===== src/rtl/ctseq_pkg.sv =====
package ctseq_pkg;

  typedef enum logic [1:0] {
    PH_PUSH_PS,
    PH_PUSH_PC,
    PH_POP_PC,
    PH_POP_PS
  } memPhase_e;

  typedef struct packed {
    logic      capTrap;
    logic      capRet;
    logic      vecErr;
    logic      grabPc;
    logic      grabPs;
    logic      retMode;
    memPhase_e phase;
  } ctrlStrobe_t;

endpackage


===== src/rtl/ctseq_ctrl.sv =====
module ctseq_ctrl
  import ctseq_pkg::*;
(
  input  logic        clk,
  input  logic        rstN,
  input  logic        copInstr,
  input  logic        copPresent,
  input  logic        copErrIn,
  input  logic        retiReq,
  input  logic        psSFlag,
  input  logic        memReady,
  output ctrlStrobe_t strobe,
  output logic        memReq,
  output logic        memWe,
  output logic        busy,
  output logic        done,
  output logic        pcWe,
  output logic        psWe,
  output logic        sspWe,
  output logic        r15We,
  output logic        usageErr
);

  typedef enum logic [2:0] {
    ST_IDLE,
    ST_PUSH_PS,
    ST_PUSH_PC,
    ST_POP_PC,
    ST_POP_PS,
    ST_END_TRAP,
    ST_END_RET
  } state_e;

  state_e state, stateNext;
  logic   errLatch;
  logic   idle, startAbsent, startErr, startRet, badRet;

  assign idle        = (state == ST_IDLE);
  assign startAbsent = idle && copInstr && !copPresent;
  assign startErr    = idle && copInstr && copPresent && errLatch;
  assign startRet    = idle && retiReq && !copInstr && !psSFlag;
  assign badRet      = idle && retiReq && !copInstr && psSFlag;

  always_comb begin
    stateNext = state;
    unique case (state)
      ST_IDLE: begin
        if (startAbsent || startErr) stateNext = ST_PUSH_PS;
        else if (startRet)           stateNext = ST_POP_PC;
      end
      ST_PUSH_PS:  if (memReady) stateNext = ST_PUSH_PC;
      ST_PUSH_PC:  if (memReady) stateNext = ST_END_TRAP;
      ST_POP_PC:   if (memReady) stateNext = ST_POP_PS;
      ST_POP_PS:   if (memReady) stateNext = ST_END_RET;
      ST_END_TRAP: stateNext = ST_IDLE;
      ST_END_RET:  stateNext = ST_IDLE;
      default:     stateNext = ST_IDLE;
    endcase
  end

  always_ff @(posedge clk) begin
    if (!rstN) begin
      state    <= ST_IDLE;
      errLatch <= 1'b0;
      usageErr <= 1'b0;
    end else begin
      state    <= stateNext;
      usageErr <= badRet;
      if (copErrIn)      errLatch <= 1'b1;
      else if (startErr) errLatch <= 1'b0;
    end
  end

  always_comb begin
    strobe         = '0;
    strobe.capTrap = startAbsent || startErr;
    strobe.vecErr  = startErr && !startAbsent;
    strobe.capRet  = startRet;
    strobe.grabPc  = (state == ST_POP_PC) && memReady;
    strobe.grabPs  = (state == ST_POP_PS) && memReady;
    strobe.retMode = (state == ST_END_RET);
    unique case (state)
      ST_PUSH_PC: strobe.phase = PH_PUSH_PC;
      ST_POP_PC:  strobe.phase = PH_POP_PC;
      ST_POP_PS:  strobe.phase = PH_POP_PS;
      default:    strobe.phase = PH_PUSH_PS;
    endcase
  end

  assign memReq = (state == ST_PUSH_PS) || (state == ST_PUSH_PC) ||
                  (state == ST_POP_PC)  || (state == ST_POP_PS);
  assign memWe  = (state == ST_PUSH_PS) || (state == ST_PUSH_PC);
  assign busy   = !idle;
  assign done   = (state == ST_END_TRAP) || (state == ST_END_RET);
  assign pcWe   = done;
  assign psWe   = done;
  assign sspWe  = (state == ST_END_TRAP);
  assign r15We  = (state == ST_END_RET);

  // a recorded fault survives until its own trap is taken
  a_r2_latch_holds: assert property (@(posedge clk) disable iff (!rstN)
    errLatch && !startErr |=> errLatch);

  // done is a single-cycle pulse
  a_r9_done_once: assert property (@(posedge clk) disable iff (!rstN)
    done |=> !done);

  // absent trap wins over a recorded fault
  a_r3_absent_first: assert property (@(posedge clk) disable iff (!rstN)
    startAbsent |=> errLatch || $past(errLatch) == 1'b0);

endmodule


===== src/rtl/ctseq_dpath.sv =====
module ctseq_dpath
  import ctseq_pkg::*;
#(
  parameter int          XLEN       = 32,
  parameter int          S_BIT      = 5,
  parameter int unsigned VEC_ABSENT = 32'h3E0,
  parameter int unsigned VEC_ERROR  = 32'h3DC
) (
  input  logic            clk,
  input  logic            rstN,
  input  ctrlStrobe_t     strobe,
  input  logic [XLEN-1:0] instrAddr,
  input  logic [XLEN-1:0] psIn,
  input  logic [XLEN-1:0] sspIn,
  input  logic [XLEN-1:0] r15In,
  input  logic [XLEN-1:0] tbrIn,
  input  logic [XLEN-1:0] memRdata,
  output logic [XLEN-1:0] memAddr,
  output logic [XLEN-1:0] memWdata,
  output logic [XLEN-1:0] pcOut,
  output logic [XLEN-1:0] psOut,
  output logic [XLEN-1:0] sspOut,
  output logic [XLEN-1:0] r15Out
);

  localparam logic [XLEN-1:0] STEP       = XLEN'(XLEN / 8);
  localparam logic [XLEN-1:0] FRAME      = XLEN'(2 * (XLEN / 8));
  localparam logic [XLEN-1:0] S_MASK     = XLEN'(1) << S_BIT;
  localparam logic [XLEN-1:0] OFS_ABSENT = XLEN'(VEC_ABSENT);
  localparam logic [XLEN-1:0] OFS_ERROR  = XLEN'(VEC_ERROR);

  logic [XLEN-1:0] baseReg, psSave, pcSave, tbrSave, vecReg, popPc, popPs;

  always_ff @(posedge clk) begin
    if (!rstN) begin
      baseReg <= '0;
      psSave  <= '0;
      pcSave  <= '0;
      tbrSave <= '0;
      vecReg  <= '0;
      popPc   <= '0;
      popPs   <= '0;
    end else begin
      if (strobe.capTrap) begin
        baseReg <= sspIn;
        psSave  <= psIn;
        pcSave  <= instrAddr;
        tbrSave <= tbrIn;
        vecReg  <= strobe.vecErr ? OFS_ERROR : OFS_ABSENT;
      end else if (strobe.capRet) begin
        baseReg <= r15In;
      end
      if (strobe.grabPc) popPc <= memRdata;
      if (strobe.grabPs) popPs <= memRdata;
    end
  end

  always_comb begin
    unique case (strobe.phase)
      PH_PUSH_PS: memAddr = baseReg - STEP;
      PH_PUSH_PC: memAddr = baseReg - FRAME;
      PH_POP_PC:  memAddr = baseReg;
      PH_POP_PS:  memAddr = baseReg + STEP;
      default:    memAddr = baseReg;
    endcase
  end

  assign memWdata = (strobe.phase == PH_PUSH_PC) ? pcSave : psSave;
  assign pcOut    = strobe.retMode ? popPc : tbrSave + vecReg;
  assign psOut    = strobe.retMode ? popPs : (psSave & ~S_MASK);
  assign sspOut   = baseReg - FRAME;
  assign r15Out   = baseReg + FRAME;

  // entry and return never start in the same cycle
  a_r10_one_capture: assert property (@(posedge clk) disable iff (!rstN)
    !(strobe.capTrap && strobe.capRet));

  // status pop follows the PC pop
  a_r6_pop_order: assert property (@(posedge clk) disable iff (!rstN)
    strobe.grabPc |=> !strobe.grabPc);

endmodule


===== src/rtl/coproc_trap_seq.sv =====
module coproc_trap_seq
  import ctseq_pkg::*;
#(
  parameter int          XLEN       = 32,
  parameter int          S_BIT      = 5,
  parameter int unsigned VEC_ABSENT = 32'h3E0,
  parameter int unsigned VEC_ERROR  = 32'h3DC
) (
  input  logic            clk,
  input  logic            rstN,
  input  logic            copInstr,
  input  logic            copPresent,
  input  logic            copErrIn,
  input  logic            retiReq,
  input  logic [XLEN-1:0] instrAddr,
  input  logic [XLEN-1:0] psIn,
  input  logic [XLEN-1:0] sspIn,
  input  logic [XLEN-1:0] r15In,
  input  logic [XLEN-1:0] tbrIn,
  output logic            memReq,
  output logic            memWe,
  output logic [XLEN-1:0] memAddr,
  output logic [XLEN-1:0] memWdata,
  input  logic [XLEN-1:0] memRdata,
  input  logic            memReady,
  output logic            busy,
  output logic            done,
  output logic            usageErr,
  output logic            pcWe,
  output logic [XLEN-1:0] pcOut,
  output logic            psWe,
  output logic [XLEN-1:0] psOut,
  output logic            sspWe,
  output logic [XLEN-1:0] sspOut,
  output logic            r15We,
  output logic [XLEN-1:0] r15Out
);

  ctrlStrobe_t strobe;

  ctseq_ctrl ctrl_i (
    .clk(clk), .rstN(rstN),
    .copInstr(copInstr), .copPresent(copPresent), .copErrIn(copErrIn),
    .retiReq(retiReq), .psSFlag(psIn[S_BIT]), .memReady(memReady),
    .strobe(strobe), .memReq(memReq), .memWe(memWe),
    .busy(busy), .done(done),
    .pcWe(pcWe), .psWe(psWe), .sspWe(sspWe), .r15We(r15We),
    .usageErr(usageErr)
  );

  ctseq_dpath #(
    .XLEN(XLEN), .S_BIT(S_BIT),
    .VEC_ABSENT(VEC_ABSENT), .VEC_ERROR(VEC_ERROR)
  ) dpath_i (
    .clk(clk), .rstN(rstN), .strobe(strobe),
    .instrAddr(instrAddr), .psIn(psIn), .sspIn(sspIn), .r15In(r15In),
    .tbrIn(tbrIn), .memRdata(memRdata),
    .memAddr(memAddr), .memWdata(memWdata),
    .pcOut(pcOut), .psOut(psOut), .sspOut(sspOut), .r15Out(r15Out)
  );

  // a stalled access keeps its address, data and direction
  a_r8_hold_stable: assert property (@(posedge clk) disable iff (!rstN)
    memReq && !memReady |=> memReq && $stable(memAddr) && $stable(memWdata) && $stable(memWe));

  // a refused return touches no memory and starts no sequence
  a_r7_no_access: assert property (@(posedge clk) disable iff (!rstN)
    usageErr |-> !busy && !memReq);

  // a request seen while busy cannot produce a usage error
  a_r10_ignore_busy: assert property (@(posedge clk) disable iff (!rstN)
    busy |=> !usageErr);

  // only a trap moves SSP, only a return moves R15
  a_r5_stack_sel: assert property (@(posedge clk) disable iff (!rstN)
    !(sspWe && r15We));

endmodule


===== config.mk =====
export PLATFORM = sky130hd
export DESIGN_NAME = coproc_trap_seq
export DESIGN_NICKNAME = d
export VERILOG_FILES = /design/src/rtl/ctseq_pkg.sv /design/src/rtl/ctseq_ctrl.sv /design/src/rtl/ctseq_dpath.sv /design/src/rtl/coproc_trap_seq.sv
export SDC_FILE = /design/constraint.sdc
export NUM_CORES = 1
export LEC_CHECK = 0
export CORE_ASPECT_RATIO = 1.1
export CORE_MARGIN = 2
export CORE_UTILIZATION = 35
export DETAILED_ROUTE_END_ITERATION = 10
export SETUP_SLACK_MARGIN = 0.4
export SYNTH_ARGS = -nofsm -noshare
export SYNTH_HDL_FRONTEND = slang
export SYNTH_SLANG_ARGS = --single-unit

===== constraint.sdc =====
create_clock -name clk -period 4.6 [get_ports clk]
set_clock_uncertainty 0.05 [all_clocks]
set_input_delay 0.69 -clock clk [delete_from_list [all_inputs] [get_ports clk]]
set_output_delay 0.69 -clock clk [all_outputs]
set_load 0.05 [all_outputs]

==> results.ini, run 1 <==
[power_and_ir_drop]
p_leak_uw = 0.00722
total_power_uw = 14600
powerDensity_nw_per_um2 = 775
ir_drop_v = 0.000593

[sta]
finalSetupTns_ns = 0
tightest_slew_ns = 1.31
setup_viol = 0
slew_viol_final = 0
maxSlewHeadroom_pct = 12.7
grt_setup_unrepaired = true
hold_violations = 0
finalCritPeriodShare_pct = 90.2
clock.fmax_ghz = 0.241
setup_ws_ns = 0.450
period_needed_ns = 4.15
whs_ns = 0.407

[synthesis]
ys_seq_area_share_pct = 31.7
ys_seq_elements = 200
synth_nets = 2018
synth_area_um2 = 12600
synthDistinctLibCells = 64
yosys_most_used_dff = dfxtp_1
syn_area_per_cell_um2 = 7.10
synth_top_area_cell = dfxtp_1
yosys_warnings = 0
synth_top_area_share_pct = 31.7
synth_edf_count = 0
syn_inst = 1777
synthArstFlopShare_pct = 0
synth_area_leaders = dfxtp_1 (32%), nand2_1 (16%), a21oi_1 (8.8%), xnor2_1 (4.9%), ha_1 (4.0%)

[route]
drt_iter0_markers = 719
drt_pass1_iterations = 5
post-route-drc-count = 0
wl_per_cell_um = 19.0
vias = 13300
via_per_inst = 5.17
wl_um = 49000
ant_nets = 0

[min_path]
hp-class = reg -> reg

[worst_setup_path]
cp-end-kind = output pin
critPathLaunchType = flip-flop
crit_slowest_cell = or3b_4
critPathArrivalTime_ns = 3.41
r2r-end = ctrl_i.state[0]
regToRegStartpoint = ctrl_i.state[0]
cp_data_required_time_ns = 3.86
reg2reg_slack_ns = 1.48
crit_start = ctrl_i.state[1]
path_class = reg -> out
path_max_fanout = 6
worstSetupEndpoint = memAddr[25]
crit_chain = or3b_4, ha_1, and2_1, and3_1, a221oi_4, o21bai_1, a2111oi_1, nor3_2, buf_12
slowest_delay_ns = 0.47
ff2ff_path_depth = 7

[clocking]
cts_tree = done
cts_buffers = 17
postCtsSetupRepairBufs = 0
clock_path_buffers = 2
cts.clk_slew.worst_paths_ns = 0.08
clk_latency_ns = 0.46
root_buffer = clkbuf_16
htreeDepth = 4
clock-sinks = 200

[final_layout]
multi_input_area_um2 = 8400
fillerInstances = 3464
design_area_um2 = 18900
drive_above_1_share_pct = 13.4
regArea_um2 = 4010
syn2layout_area_growth_pct = 49.7
nets = 2328

[global_route]
gr-total-overflow = 0
track_usage_pct = 25.4
grt_pass1_vias = 13100
antenna_found_initial = 1
grt_pass1_wl_um = 73800
grt_max_degree = 124

[floorplanning]
die_area_um2 = 37600
boundaryPins = 400
die_x_um = 185
start_util_pct = 35.7
die_h_um = 203
core_um2 = 35300
num_rows = 72

[place]
pre_cts_slack_ns = 0.277
dp_hpwl_um = 36700
io_buffers = 399
gp_congestion = 0.963
post_dp_cell_area_um2 = 17900

[run]
drv_cap = 0

[run_status]
status = complete, no violations

worst max-delay path, delay by kind of cell (launching register included):
kind / cells / cell delay (ns)
AOI/OAI and AO/OA: 3 / 0.96
adders and majority gates: 1 / 0.39
buffers and inverters: 1 / 0.18
DFF: 1 / 0.35
and+or+nand+nor: 4 / 1.07
report_power, final:
part	switching, uW	internal [uW]
Clock	798	778
Sequential	345	1970
Combinational	6460	4270
Total	7610	7030
area by class of cell:
| cell class | count | share of cell area, % |
|---|---|---|
| Inverter | 24 | 0.524 |
| Multi-Input combinational cell | 1409 | 44.5 |
| Antenna cell | 2 | 0.0265 |
| Clock buffer | 17 | 2.25 |
| Clock inverter | 15 | 0.935 |
| Sequential cell | 200 | 21.2 |
| Tap cell | 481 | 3.19 |
| Timing Repair Buffer | 435 | 27.3 |
cell usage in the layout, fill, tap and decap left out, types with 13 or more instances in the layout:
cell type / instances
nor2_1: 111
nand4_1: 20
inv_1: 20
buf_4: 34
mux2_2: 33
xor2_1: 53
ha_1: 21
dfxtp_1: 195
xnor2_1: 70
o21ai_0: 39
dlygate4sd2_1: 18
ha_4: 13
clkdlybuf4s50_1: 286
nand3_1: 32
clkbuf_16: 17
a21o_1: 15
buf_12: 91
a21oi_1: 212
nor3_1: 22
mux2i_1: 36
nand2_1: 530
a211oi_1: 37
how the worst min path moves through the flow:
stage / startpoint / to / depth (start not counted)
2_1_floorplan: dpath_i.popPs[5] / dpath_i.popPs[5] / 2
3_3_place_gp: dpath_i.pcSave[2] / dpath_i.pcSave[2] / 2
3_5_place_dp: dpath_i.pcSave[11] / dpath_i.pcSave[11] / 2
4_1_cts: dpath_i.pcSave[11] / dpath_i.pcSave[11] / 2
5_1_grt: dpath_i.popPc[9] / dpath_i.popPc[9] / 2
6_report: dpath_i.popPc[10] / dpath_i.popPc[10] / 2
logic make-up (layout without fill, tap and decap cells):
kind of cell / after synthesis / count (layout) / share of synthesized area (%)
mux: 69 / 69 / 5.80
buf+inv: 171 / 491 / 5.67
flops: 200 / 200 / 31.7
simple gates: 801 / 804 / 27.1
fa+ha+maj: 42 / 42 / 4.29
xor+xnor: 126 / 126 / 8.75
compound gates: 368 / 368 / 16.6
other cells: 0 / 2 / 0
synth_stat cells (all sizes together), types with 3 or more instances:
cell,number
nand4,20
nor2b,6
nor4,13
and3,13
nand2,531
and4,8
ha,40
or3,4
nor3,28
a21o,16
nand2b,6
nand3b,3
a21oi,221
o21ai,53
mux2i,36
clkbuf,113
or4,5
inv,24
o21bai,3
xor2,55
o21a,7
buf,34
and2,9
o31ai,3
xnor2,71
a31oi,4
nor2,113
nand3,33
a211oi,39
dfxtp,200
mux2,33
repair_timing:
item,4_1_cts,5_1_grt
setup endpoints to repair,50,33
hold buffers,0,0
gates resized for setup,63,51
pin swaps,3,8
cloned,2,1
stage by stage:
stage,cells,utilization [%]
6_report,2583,53.4
5_1_grt,2581,53.4
4_1_cts,2580,52.8
3_5_place_dp,2546,50.7
3_3_place_gp,2546,50.7
2_1_floorplan,1777,-
flip-flops by register name (all words and copies together), names as in the netlist:
signal,count
dpath_i.vecReg,3
ctrl_i.errLatch,1
ctrl_i.usageErr,1
dpath_i.baseReg,32
dpath_i.tbrSave,32
ctrl_i.state,3
dpath_i.popPs,32
dpath_i.psSave,32
dpath_i.pcSave,32
dpath_i.popPc,32
routing by layer:
layer  global-route usage [%]  routed length, um
met2                     45.6              24800
met3                     6.33               3410
met1                     29.4              19600
met5                        0                  0
met4                     7.85               1190
No activity file was read; power rests on OpenSTA's default activity.
==> run 2, diff against run 1 <==
- SKIP_LAST_GASP: default -> 1
==> results of run 2 <==
Same layout as run 1: the final DEF is identical, and so are final timing and power.
